$ cat src/rtl/tbc_pkg.sv
package tbc_pkg;
  // control write bits at the control/status offset
  localparam int CTL_CLR_CNT  = 0;
  localparam int CTL_CLR_WRAP = 1;
  // status read bits at the same offset
  localparam int STS_DONE     = 0;
  localparam int STS_WRAP     = 1;

  function automatic int idx_width(input int n);
    return (n > 1) ? $clog2(n) : 1;
  endfunction
endpackage

$ cat src/rtl/tbc_step_counter.sv
module tbc_step_counter
  import tbc_pkg::*;
#(
  parameter int NBYTES = 3,
  parameter bit DOWN   = 1'b1,
  localparam int W     = 8 * NBYTES,
  localparam int IW    = idx_width(NBYTES)
) (
  input  logic          clk,
  input  logic          rst_n,
  input  logic          ld_en,
  input  logic [IW-1:0] ld_idx,
  input  logic [7:0]    ld_data,
  input  logic          clr,
  input  logic          step,
  output logic [W-1:0]  value,
  output logic          roll
);
  logic [W-1:0] stepped;
  logic [W-1:0] base;
  logic [W-1:0] nxt;

  assign stepped = DOWN ? (value - W'(1)) : (value + W'(1));

  // a byte load holds the whole word for the cycle; clear beats step
  always_comb begin
    if (ld_en)     base = value;
    else if (clr)  base = '0;
    else if (step) base = stepped;
    else           base = value;
  end

  for (genvar g = 0; g < NBYTES; g++) begin : g_lane
    assign nxt[8*g +: 8] = (ld_en && (ld_idx == IW'(g))) ? ld_data : base[8*g +: 8];

    AST_LANE_LOAD: assert property (@(posedge clk) disable iff (!rst_n)
      (ld_en && (ld_idx == IW'(g))) |=> (value[8*g +: 8] == $past(ld_data)));
  end

  always_ff @(posedge clk or negedge rst_n) begin
    if (!rst_n) value <= '0;
    else        value <= nxt;
  end

  assign roll = step && !ld_en && !clr && (DOWN ? (value == '0) : (value == '1));

  AST_LOAD_NO_STEP: assert property (@(posedge clk) disable iff (!rst_n)
    (ld_en && step) |=> ($countones(value ^ $past(value)) <= 8));
endmodule

$ cat src/rtl/tbc_sticky_flag.sv
module tbc_sticky_flag (
  input  logic clk,
  input  logic rst_n,
  input  logic set,
  input  logic clr,
  output logic q
);
  always_ff @(posedge clk or negedge rst_n) begin
    if (!rst_n)   q <= 1'b0;
    else if (set) q <= 1'b1;
    else if (clr) q <= 1'b0;
  end

  AST_SET_WINS: assert property (@(posedge clk) disable iff (!rst_n)
    set |=> q);
  AST_FLAG_HOLDS: assert property (@(posedge clk) disable iff (!rst_n)
    (q && !clr) |=> q);
endmodule

$ cat src/rtl/tbc_xfer_tracker.sv
module tbc_xfer_tracker
  import tbc_pkg::*;
#(
  parameter int CNT_BYTES = 3,
  parameter int ADR_BYTES = 4,
  parameter int REG_AW    = 4
) (
  input  logic              clk,
  input  logic              rst_n,
  input  logic [REG_AW-1:0] reg_addr,
  input  logic              reg_wr,
  input  logic [7:0]        reg_wdata,
  output logic [7:0]        reg_rdata,
  input  logic              byte_done,
  output logic              cnt_zero,
  output logic              cnt_wrap
);
  localparam int CW       = 8 * CNT_BYTES;
  localparam int AW       = 8 * ADR_BYTES;
  localparam int CIW      = idx_width(CNT_BYTES);
  localparam int AIW      = idx_width(ADR_BYTES);
  localparam int ADR_BASE = 1 << $clog2(CNT_BYTES);
  localparam int CTL_OFF  = ADR_BASE + (1 << $clog2(ADR_BYTES));

  logic [CW-1:0]     cnt_q;
  logic [AW-1:0]     adr_q;
  logic [REG_AW-1:0] adr_off;
  logic              cnt_hit, adr_hit, ctl_wr;
  logic              clr_cnt, clr_wrap, cnt_roll, adr_roll;

  // offset decode
  assign adr_off  = reg_addr - REG_AW'(ADR_BASE);
  assign cnt_hit  = reg_wr && (reg_addr < REG_AW'(CNT_BYTES));
  assign adr_hit  = reg_wr && (reg_addr >= REG_AW'(ADR_BASE)) && (adr_off < REG_AW'(ADR_BYTES));
  assign ctl_wr   = reg_wr && (reg_addr == REG_AW'(CTL_OFF));
  assign clr_cnt  = ctl_wr && reg_wdata[CTL_CLR_CNT];
  assign clr_wrap = ctl_wr && reg_wdata[CTL_CLR_WRAP];

  tbc_step_counter #(.NBYTES(CNT_BYTES), .DOWN(1'b1)) u_count (
    .clk    (clk),
    .rst_n  (rst_n),
    .ld_en  (cnt_hit),
    .ld_idx (reg_addr[CIW-1:0]),
    .ld_data(reg_wdata),
    .clr    (clr_cnt),
    .step   (byte_done),
    .value  (cnt_q),
    .roll   (cnt_roll)
  );

  tbc_step_counter #(.NBYTES(ADR_BYTES), .DOWN(1'b0)) u_addr (
    .clk    (clk),
    .rst_n  (rst_n),
    .ld_en  (adr_hit),
    .ld_idx (adr_off[AIW-1:0]),
    .ld_data(reg_wdata),
    .clr    (1'b0),
    .step   (byte_done),
    .value  (adr_q),
    .roll   (adr_roll)
  );

  tbc_sticky_flag u_wrap (
    .clk  (clk),
    .rst_n(rst_n),
    .set  (cnt_roll),
    .clr  (clr_wrap),
    .q    (cnt_wrap)
  );

  assign cnt_zero = (cnt_q == '0);

  // read mux
  always_comb begin
    reg_rdata = 8'h00;
    for (int i = 0; i < CNT_BYTES; i++)
      if (reg_addr == REG_AW'(i)) reg_rdata = cnt_q[8*i +: 8];
    for (int j = 0; j < ADR_BYTES; j++)
      if (reg_addr == REG_AW'(ADR_BASE + j)) reg_rdata = adr_q[8*j +: 8];
    if (reg_addr == REG_AW'(CTL_OFF)) begin
      reg_rdata[STS_DONE] = cnt_zero;
      reg_rdata[STS_WRAP] = cnt_wrap;
    end
  end

  AST_LOCKSTEP_CNT: assert property (@(posedge clk) disable iff (!rst_n)
    (!reg_wr && byte_done) |=> (cnt_q == $past(cnt_q) - CW'(1)));
  AST_LOCKSTEP_ADR: assert property (@(posedge clk) disable iff (!rst_n)
    (!reg_wr && byte_done) |=> (adr_q == $past(adr_q) + AW'(1)));
  AST_IDLE_HOLD: assert property (@(posedge clk) disable iff (!rst_n)
    (!reg_wr && !byte_done) |=> ($stable(cnt_q) && $stable(adr_q)));
  AST_CLEAR_CNT: assert property (@(posedge clk) disable iff (!rst_n)
    clr_cnt |=> (cnt_zero && !$past(adr_roll && 1'b0)));
  AST_WRAP_ON_ROLL: assert property (@(posedge clk) disable iff (!rst_n)
    (byte_done && !reg_wr && cnt_zero) |=> (cnt_wrap && (cnt_q == '1)));
endmodule

$ cat config.mk
export PLATFORM = sky130hd
export DESIGN_NAME = tbc_xfer_tracker
export DESIGN_NICKNAME = d
export VERILOG_FILES = /design/src/rtl/tbc_pkg.sv /design/src/rtl/tbc_step_counter.sv /design/src/rtl/tbc_sticky_flag.sv /design/src/rtl/tbc_xfer_tracker.sv
export SDC_FILE = /design/constraint.sdc
export NUM_CORES = 1
export LEC_CHECK = 0
export CAP_MARGIN = 40
export CORE_UTILIZATION = 61
export CTS_CLUSTER_DIAMETER = 80
export DETAILED_ROUTE_END_ITERATION = 10
export PLACE_DENSITY = 0.81
export SYNTH_ARGS = -nofsm -noshare
export SYNTH_HDL_FRONTEND = slang
export SYNTH_HIERARCHICAL = 1
export SYNTH_SLANG_ARGS = --single-unit
$ cat constraint.sdc
create_clock -name clk -period 2.3 [get_ports clk]
set_input_delay 0.46 -clock clk [delete_from_list [all_inputs] [get_ports clk]]
set_output_delay 0.46 -clock clk [all_outputs]
set_load 0.01 [all_outputs]
==> flow_summary.toml <==
[run_status]
status = "complete, but fails checks"
violations = "setup timing"

[clocking]
cts_made_buffers = 9
cts.htree.levels = 3
cts_tree = "done"
clock-sinks = 57
clk_pin_slew_ns = 0.07
cts_root_buffer = "clkbuf_8"
clk_path_buf_depth = 2
worstSkewPairLatency_ns = 0.35
hold_buffers = 0

[worst_setup_path]
crit_type = "flip-flop to output pin"
r2r_cells = 5
critical_path.startpoint = "u_count/value[8]"
critPathMaxFanout = 7
cp-end-kind = "output pin"
arrival_ns = 1.86
crit_family = "compound AO/OA/AOI/OAI gates"
reg2reg_to = "u_count/value[20]"
reg2reg_slack_ns = 0.02
critPathRequiredTime_ns = 1.84
cp-start-kind = "flip-flop"
crit_buf_inv = 2
crit_chain = "buf_6 -> mux2_2 -> a221oi_2 -> a311oi_1 -> a21o_1 -> buf_2"
crit_slowest_cell = "dfrtp_1"
rr_startpoint = "u_count/value[4]"
max_stage_delay_ns = 0.41

[sta]
finalCritPeriodShare_pct = 101
skew_ns = 0.00775
worstMarginPinSlew_ns = 0.720
finalSetupViolCount = 1
fmax_mhz = 431
final_hold_viol_count = 0
post-route-min-period_ns = 2.32
timing.final.ws_setup_ns = -0.0197
rsz0062_at_grt = "yes"
maxSlewHeadroom_pct = 52.0
maxSlewViolCount = 0

[grt]
overflow = 0
grt_usage_pct = 48.1
grt_max_degree = 31
grt_pass1_wl_um = 27100
grt_antenna_before_repair = 0
first_global_vias = 4995

[power_and_ir_drop]
p_total_uw = 4030
pwr_density_cell_mw_per_mm2 = 665
pwr-share-comb_pct = 38.7
p_int_uw = 2500
irDropWorstVdd_mv = 0.638
p_sw_share_pct = 38.0
power_frac_seq_pct = 34.0
p_leak_uw = 0.00250
power_switching_uw = 1530
p_clk_share_pct = 27.2

[detailed_routing]
drtAntennaViolNets = 0
wl_per_cell_um = 24.4
dr.pass1.iters = 7
viasPerCell = 7.29
vias = 5472
drcViolationCount = 0
wirelength_um = 18300
drtIter0Drc = 1202

[floorplan]
num_io_pins = 26
die_w_um = 87.7
die_h_um = 87.7
dieArea_sq_mm = 0.00770
core.rowCount = 30
core_area_sq_mm = 0.00694
initial_core_util_pct = 64.6

[hold_path]
hold_class = "primary input to async pin"

[synth]
syn_area_per_cell_sq_um = 8.56
syn_inst = 524
syn_nets = 543
ys_warn_count = 6
syn_area_sq_mm = 0.00448

[finish]
n_antenna_cell = 0
nFillCells = 358
nets = 669
drive_above_1_share_pct = 32.1
synthToLayoutAreaGrowth_pct = 35.1

[placement]
pre_cts_ws_ns = -0.849
io_buffer_count = 25
dpl.hpwl_um = 12000
gp_congestion = 1.04

[job]
cap_viol_max_count = 0
==> cells in the final DEF, fill, tap and decap left out, drive strengths merged, types with 6 or more instances in the layout <==
cell	count
a21oi	8
nand2	66
nand4	14
or4	11
nor3b	6
nand3	20
buf	124
nor3	22
clkdlybuf4s50	11
o211ai	6
xnor2	22
a22oi	19
o21ai	46
inv	14
and3	7
dfrtp	57
clkbuf	15
mux2i	16
nor4	23
xor2	8
nor2	25
==> power groups by stage <==
stage          sequential, uW  clock [uW]  combinational [uW]
2_1_floorplan            1390           0                 642
3_3_place_gp             1350           0                1350
3_5_place_dp             1360           0                1380
4_1_cts                  1350        1090                1440
5_1_grt                  1380        1140                1640
6_report                 1370        1100                1560
==> through the flow <==
step / hold slack [ns] / TNS, ns / utilization [%] / area, sq um / std cells
after floorplan: 0.164 / 0 / - / 4500 / 524
after global placement: 0.498 / -29.13 / 80.0 / 5560 / 726
after detailed placement: 0.507 / -32.29 / 80.0 / 5560 / 726
after CTS: 0.178 / -0.0436 / 85.3 / 5920 / 747
after global routing: 0.204 / -0.129 / 87.2 / 6060 / 751
final: 0.165 / -0.0197 / 87.2 / 6060 / 751
==> how the worst max path moves through the flow <==
| stage | end | slack [ns] | cells after the start |
|---|---|---|---|
| floorplan | u_count/value[0] | 0.01 | 8 |
| global placement | reg_rdata[1] | -0.71 | 7 |
| detailed placement | reg_rdata[3] | -0.85 | 7 |
| CTS | reg_rdata[3] | -0.04 | 7 |
| global route | reg_rdata[0] | -0.08 | 6 |
| finish | reg_rdata[0] | -0.02 | 6 |
==> registers in the layout, summed over array words and instances, names as in the netlist <==
name,flops
u_addr/value,32
u_count/value,24
u_wrap/q,1
==> layout make-up <==
type                       instances  area [sq um]  area share [%]
clock buffer                      11           141            2.33
clock inverter                     5          78.8            1.30
inverter                          14          52.6           0.868
multi-input combinational        427          3110            51.3
sequential                        57          1430            23.6
tap                               96           120            1.98
timing repair buffer             141          1130            18.7
==> what timing repair did <==
item                                   4_1_cts  5_1_grt
setup buffers                                4        5
endpoints found under the hold margin        0        0
pin swaps                                    6       11
setup endpoints to repair                   49       48
gates resized for setup                     59       48
cloned                                       1        0
==> worst reg2reg max path, stage by stage, from the launching register on <==
cell and delay (ns):
dfrtp_1 0.39, buf_4 0.18, or4_1 0.57, or4_4 0.63, a222oi_1 0.32, nand2_1 0.08
==> routing by layer <==
layer | track usage (%) | up-vias | part of all wire (%)
met5 | 0 | - | 0
met4 | 27.0 | 0 | 6.5
met3 | 15.2 | 133 | 16
met2 | 70.2 | 520 | 42
met1 | 63.0 | 2561 | 35
li1 | - | 2258 | -
Note: power is estimated with default switching activity, not from simulation.
